**config.mk**
```make
export PLATFORM = sky130hd
export DESIGN_NAME = settle_delay_top
export DESIGN_NICKNAME = d
export VERILOG_FILES = /design/src/rtl/settle_pkg.sv /design/src/rtl/settle_dly_lut.sv /design/src/rtl/settle_absorb.sv /design/src/rtl/settle_timer.sv /design/src/rtl/settle_delay_top.sv
export SDC_FILE = /design/constraint.sdc
export NUM_CORES = 2
export LEC_CHECK = 0
export BUFFER_PORTS_ARGS = -buffer_cell sky130_fd_sc_hd__clkbuf_2
export CELL_PAD_IN_SITES_DETAIL_PLACEMENT = 0
export CELL_PAD_IN_SITES_GLOBAL_PLACEMENT = 1
export CORE_MARGIN = 5
export CORE_UTILIZATION = 45
export CTS_CLUSTER_DIAMETER = 80
export CTS_CLUSTER_SIZE = 16
export DETAILED_ROUTE_END_ITERATION = 12
export GPL_ROUTABILITY_DRIVEN = 0
export GPL_TIMING_DRIVEN = 0
export PLACE_DENSITY = 0.85
export SKIP_CTS_REPAIR_TIMING = 1
export SYNTH_ARGS = -nofsm -noshare
export SYNTH_HDL_FRONTEND = slang
export SYNTH_SLANG_ARGS = --single-unit
```
**constraint.sdc**
```tcl
create_clock -name clk -period 0.91 [get_ports clk]
set_input_delay 0.182 -clock clk [delete_from_list [all_inputs] [get_ports clk]]
set_output_delay 0.182 -clock clk [all_outputs]
set_load 0.05 [all_outputs]
```
**src/rtl/settle_pkg.sv**
```systemverilog
package settle_pkg;

  localparam int unsigned NUM_CODES   = 8;
  localparam int unsigned MAX_DLY_US  = 8000;
  localparam int unsigned MIN_ABS_US  = 385;

  // settle time in microseconds for each select code
  function automatic int unsigned code_to_us(input int unsigned code);
    case (code)
      0:       code_to_us = 0;
      1:       code_to_us = 4;
      2:       code_to_us = 16;
      3:       code_to_us = 40;
      4:       code_to_us = 100;
      5:       code_to_us = 200;
      6:       code_to_us = 800;
      default: code_to_us = MAX_DLY_US;
    endcase
  endfunction

endpackage

```
**src/rtl/settle_dly_lut.sv**
```systemverilog
module settle_dly_lut
  import settle_pkg::*;
#(
  parameter int unsigned CYC_PER_US = 1,
  parameter int unsigned DLY_W      = 13
) (
  input  logic [2:0]       code_i,
  output logic [DLY_W-1:0] cyc_o
);

  logic [DLY_W-1:0] tbl [NUM_CODES];

  for (genvar gi = 0; gi < NUM_CODES; gi++) begin : g_tbl
    assign tbl[gi] = DLY_W'(code_to_us(gi) * CYC_PER_US);
  end

  assign cyc_o = tbl[code_i];

endmodule

```
**src/rtl/settle_absorb.sv**
```systemverilog
module settle_absorb
  import settle_pkg::*;
#(
  parameter int unsigned CYC_PER_US = 1,
  parameter int unsigned DLY_W      = 13,
  parameter int unsigned AVG_W      = 12,
  parameter int unsigned PER_W      = 20
) (
  input  logic [DLY_W-1:0] dly_cyc_i,
  input  logic             hide_i,
  input  logic             combo_filt_i,
  input  logic             rate_fixed_i,
  input  logic [AVG_W-1:0] avg_nom_i,
  input  logic [PER_W-1:0] conv_cyc_i,
  output logic [AVG_W-1:0] avg_adj_o
);

  localparam int unsigned PROD_W  = PER_W + AVG_W;
  localparam int unsigned MIN_CYC = MIN_ABS_US * CYC_PER_US;

  logic [PER_W:0]    dly_x2;
  logic [PER_W-1:0]  dly_ext;
  logic              slow_rate;
  logic              fits_half;
  logic              absorb;
  logic [PROD_W-1:0] prod;
  logic [PROD_W-1:0] quot;

  always_comb begin
    dly_ext   = PER_W'(dly_cyc_i);
    dly_x2    = {dly_ext, 1'b0};
    slow_rate = conv_cyc_i > PER_W'(MIN_CYC);
    fits_half = dly_x2 < {1'b0, conv_cyc_i};
    absorb    = hide_i && combo_filt_i && !rate_fixed_i && slow_rate && fits_half;
    // divisor is never zero when absorb is set (slow_rate guarantees it)
    prod      = PROD_W'(conv_cyc_i - dly_ext) * PROD_W'(avg_nom_i);
    quot      = absorb ? prod / PROD_W'(conv_cyc_i) : PROD_W'(avg_nom_i);
    avg_adj_o = AVG_W'(quot);
  end

endmodule

```
**src/rtl/settle_timer.sv**
```systemverilog
module settle_timer #(
  parameter int unsigned DLY_W = 13
) (
  input  logic             clk,
  input  logic             rst_n,
  input  logic             start_i,
  input  logic [DLY_W-1:0] load_i,
  output logic             fire_o
);

  logic [DLY_W-1:0] cnt_q, cnt_d;
  logic             busy_q, busy_d;
  logic             fire_q, fire_d;

  always_comb begin
    cnt_d  = cnt_q;
    busy_d = busy_q;
    fire_d = 1'b0;
    if (start_i) begin
      // a new start always wins over a pending expiry
      if (load_i == '0) begin
        fire_d = 1'b1;
        busy_d = 1'b0;
        cnt_d  = '0;
      end else begin
        busy_d = 1'b1;
        cnt_d  = load_i;
      end
    end else if (busy_q) begin
      if (cnt_q == DLY_W'(1)) begin
        fire_d = 1'b1;
        busy_d = 1'b0;
        cnt_d  = '0;
      end else begin
        cnt_d  = cnt_q - DLY_W'(1);
      end
    end
  end

  always_ff @(posedge clk or negedge rst_n) begin
    if (!rst_n) begin
      cnt_q  <= '0;
      busy_q <= 1'b0;
      fire_q <= 1'b0;
    end else begin
      cnt_q  <= cnt_d;
      busy_q <= busy_d;
      fire_q <= fire_d;
    end
  end

  assign fire_o = fire_q;

endmodule

```
**src/rtl/settle_delay_top.sv**
```systemverilog
module settle_delay_top
  import settle_pkg::*;
#(
  parameter int unsigned CYC_PER_US = 1,
  parameter int unsigned AVG_W      = 12,
  parameter int unsigned PER_W      = 20
) (
  input  logic             clk,
  input  logic             rst_n,
  input  logic             start_i,
  input  logic [2:0]       dly_code_i,
  input  logic             hide_i,
  input  logic             combo_filt_i,
  input  logic             rate_fixed_i,
  input  logic [AVG_W-1:0] avg_nom_i,
  input  logic [PER_W-1:0] conv_cyc_i,
  output logic             samp_start_o,
  output logic [AVG_W-1:0] avg_adj_o
);

  localparam int unsigned DLY_W = $clog2(MAX_DLY_US * CYC_PER_US + 1);

  // asynchronous assert, synchronous release
  logic [1:0] rst_sync_q;
  logic       rst_int_n;

  always_ff @(posedge clk or negedge rst_n) begin
    if (!rst_n) rst_sync_q <= 2'b00;
    else        rst_sync_q <= {rst_sync_q[0], 1'b1};
  end
  assign rst_int_n = rst_sync_q[1];

  logic [DLY_W-1:0] dly_cyc;
  logic [AVG_W-1:0] avg_calc;
  logic [AVG_W-1:0] avg_q, avg_d;
  logic             avg_en;

  settle_dly_lut #(.CYC_PER_US(CYC_PER_US), .DLY_W(DLY_W)) u_lut (
    .code_i (dly_code_i),
    .cyc_o  (dly_cyc)
  );

  settle_absorb #(
    .CYC_PER_US(CYC_PER_US), .DLY_W(DLY_W), .AVG_W(AVG_W), .PER_W(PER_W)
  ) u_absorb (
    .dly_cyc_i    (dly_cyc),
    .hide_i       (hide_i),
    .combo_filt_i (combo_filt_i),
    .rate_fixed_i (rate_fixed_i),
    .avg_nom_i    (avg_nom_i),
    .conv_cyc_i   (conv_cyc_i),
    .avg_adj_o    (avg_calc)
  );

  settle_timer #(.DLY_W(DLY_W)) u_timer (
    .clk     (clk),
    .rst_n   (rst_int_n),
    .start_i (start_i),
    .load_i  (dly_cyc),
    .fire_o  (samp_start_o)
  );

  assign avg_en = start_i;

  always_comb begin
    avg_d = avg_q;
    if (avg_en) avg_d = avg_calc;
  end

  always_ff @(posedge clk or negedge rst_int_n) begin
    if (!rst_int_n) avg_q <= '0;
    else            avg_q <= avg_d;
  end

  assign avg_adj_o = avg_q;

endmodule

```
==> results.py <==
metrics = {
    "timing": {
        "finalClockSkew_ps": 5.72,
        "grt_setup_unrepaired": "true",
        "timing.hold.ws_ps": 207,
        "slew_viol_final": 0,
        "worst_slew_margin_rel_pct": 11.9,
        "worst-slew-pin-transition_ps": 1320,
        "post-route-min-period_ps": 88100,
        "maxClockFrequency_mhz": 11.4,
        "hold_violations": 0,
        "timing.final.setup_violations": 40,
        "timing.final.crit_share_pct": 9680,
        "layout_setup_ws_ps": -87190,
    },
    "setup_path": {
        "worst_setup_path_start_kind": "input pin",
        "crit_fanout": 14,
        "delay_heaviest_family_cp": "compound AO/OA/AOI/OAI gates",
        "path_common_cell": "o21a_1",
        "worst_path_max_delay_cell": "ha_1",
        "critPathKind": "in2reg",
        "timing.critical_path.slowest_cell_delay_ps": 640,
        "setup.worst_path.end_class": "flip-flop",
        "worstPathBufferInverterCount": 55,
        "timing.critical_path.arrival_ps": 88210,
        "critPathRequiredTime_ps": 1020,
    },
    "synth": {
        "fraction_of_synthesized_area_in_multiplexers_pct": 5.11,
        "syn_inst": 4847,
        "synth-adder-area-share_pct": 31.1,
        "post_synth_and_or_nand_nor_area_fraction_pct": 23.6,
        "synth_seq_area_share_pct": 2.05,
        "synth_top_flop_cell": "dfrtp_1",
        "synth_cell_type_count": 115,
        "synth.net_count": 5635,
        "synth-xor-area-share_pct": 6.48,
        "postSynthAreaPerCell_um2": 7.30,
        "synth_edf_count": 0,
        "mappedNetlistArea_um2": 35400,
        "synth_top_family_by_area": "adder cells",
        "synth_seq_cells": 29,
        "synth_async_sr_flop_share_pct": 100,
        "synth_compound_gate_area_share_pct": 25.7,
        "synth-warning-count": 0,
    },
    "routing": {
        "ant_nets": 0,
        "routed_via_density": 5.97,
        "drc": 0,
        "finalWirelength_um": 122000,
        "drt-wirelength-per-cell_um": 19.1,
        "via_count": 38200,
        "drt_first_iter_violations": 2499,
        "drt-pass1-iter-count": 6,
    },
    "floorplanning": {
        "fp.dieArea_um2": 84400,
        "num_io_pins": 54,
        "dieHeight_um": 291,
        "core_area_um2": 77700,
        "start_util_pct": 45.6,
        "core.rowCount": 102,
        "die_width_um": 291,
    },
    "clocking": {
        "cts_inserted_buffers": 5,
        "h-tree-depth": 2,
        "cts_tree": "done",
        "clk_pin_slew_worst_paths_ps": 50,
        "cts_max_path_buffers": 2,
        "cts.root.buffer_cell": "clkbuf_16",
        "tritoncts_num_sinks": 29,
        "clock_latency_on_the_worst_skew_pair_ps": 280,
    },
    "placement": {
        "place_hpwl_um": 93600,
        "dp.cells": 5945,
        "place.port_buffers": 48,
        "dpl_worst_slack_ps": -96880,
    },
    "finish": {
        "finish.cell_count_without_fillers": 6396,
        "drive_above_1_share_pct": 25.0,
        "area_delta_synth_final_pct": 28.9,
        "fill_cells": 7071,
        "core_utilization_of_the_finished_layout_pct": 58.7,
        "fin_nets": 6141,
    },
    "grt": {
        "antenna_violations_before_repair": 0,
        "grt_first_pass_wirelength_um": 180000,
        "globalRoute.totalOverflow": 0,
        "vias_in_the_first_global_route": 34100,
        "grt_start_max_net_pins": 33,
        "groute.usage.overall_pct": 25.3,
    },
    "outcome": {
        "failed_checks": "setup timing",
        "result_of_the_run": "complete, but fails checks",
    },
    "worst_hold_path": {
        "hp-class": "in2async",
    },
    "run": {
        "max-cap-violations": 0,
    },
}
[cells by family (layout without fill, tap and decap cells)]
group | Yosys count | in the layout
mux | 160 | 160
other cells | 1 | 3
simple gates | 1741 | 1741
buf+inv | 551 | 1058
compound gates | 1357 | 1357
xor+xnor | 261 | 261
flops | 29 | 29
fa+ha+maj | 747 | 747
[cell type report]
type | instances | area [um2] | area share [%]
multi-input cells | 4267 | 36400 | 79.8
repair buffers | 505 | 4240 | 9.29
inverters | 406 | 1540 | 3.37
well taps | 1040 | 1300 | 2.85
plain buffers | 136 | 1230 | 2.70
flip-flops and latches | 29 | 729 | 1.60
clock buffers | 6 | 129 | 0.282
repair inverters | 3 | 15.0 | 0.0329
clock inverters | 2 | 10.0 | 0.0219
diodes | 2 | 5.00 | 0.0110
[metal layers]
| layer | GRT usage [%] | part of all wire (%) |
|---|---|---|
| met3 | 2.18 | 6.2 |
| met2 | 41.1 | 45 |
| met5 | 0 | 0 |
| met1 | 36.2 | 45 |
| met4 | 6.90 | 3.6 |
[worst reg2reg max path: stages (launching register included)]
cell	delay [ps]
dfrtp_2	440
nor4_4	340
and4b_2	350
a31oi_4	130
nand2_1	150
clkbuf_8	200
nor2_1	60
o21ai_1	120
o311ai_1	120
[metrics by stage]
step	cell area [um2]	TNS [ps]
floorplan	37300	-720240
global placement	38900	-881750
detailed placement	39100	-883010
CTS	39200	-884590
global route	45600	-807730
finish	45600	-776430
[sequential cells by signal, indices dropped and copies added (netlist names)]
register	cells
rst_sync_q	2
u_timer.fire_o	1
u_timer.cnt_q	13
u_timer.busy_q	1
avg_adj_o	12
[cells in the final DEF (no fill, tap or decap), drive strengths merged, types with 33 or more instances in the layout]
master	n
clkbuf	124
and3	35
nand3	90
nor3	210
buf	521
xnor2	174
a21o	111
ha	523
mux2i	34
a21oi	356
xor2	87
fa	224
a31oi	36
o21a	182
o21ai	236
or2	37
a211oi	33
nand2b	75
nor2b	48
nor2	429
mux2	126
o31ai	99
nand2	525
inv	403
nand4	40
and2	126
or3	46
o211ai	48
[path summary, 6_finish.rpt]
| kind | startpoint | endpoint | slack [ps] | cells past startpoint |
|---|---|---|---|---|
| max | conv_cyc_i[9] | avg_adj_o[0]$_DFFE_PN0P_ | -87190 | 459 |
| min | rst_n | rst_sync_q[0]$_DFF_PN0_ | 210 | 2 |
| max reg2reg | u_timer.cnt_q[9]$_DFFE_PN0P_ | u_timer.cnt_q[4]$_DFFE_PN0P_ | -1140 | 8 |
| min reg2reg | rst_sync_q[1]$_DFF_PN0_ | u_timer.cnt_q[5]$_DFFE_PN0P_ | 290 | 0 |
| max in group asynchronous | rst_sync_q[1]$_DFF_PN0_ | u_timer.cnt_q[9]$_DFFE_PN0P_ | 180 | 0 |
| min in group clk | dly_code_i[2] | u_timer.fire_o$_DFF_PN0_ | 250 | 3 |
[synth_stat cells (89+ instances only)]
master,number,share of area [%]
a21o_1,111,2.4
a21oi_1,352,5.0
and2_1,124,2.2
clkbuf_1,119,1.3
fa_1,224,13
ha_1,523,18
inv_1,406,4.3
mux2_2,123,3.9
nand2_1,523,5.5
nand3_1,89,1.3
nor2_1,428,4.5
nor3_1,207,2.9
o21a_1,182,3.9
o21ai_0,215,3.0
o31ai_1,97,2.1
xnor2_1,173,4.3
Power is left out: the tool's default activity adds up to more than one toggle a clock period on the data nets, which glitch-free logic cannot reach.
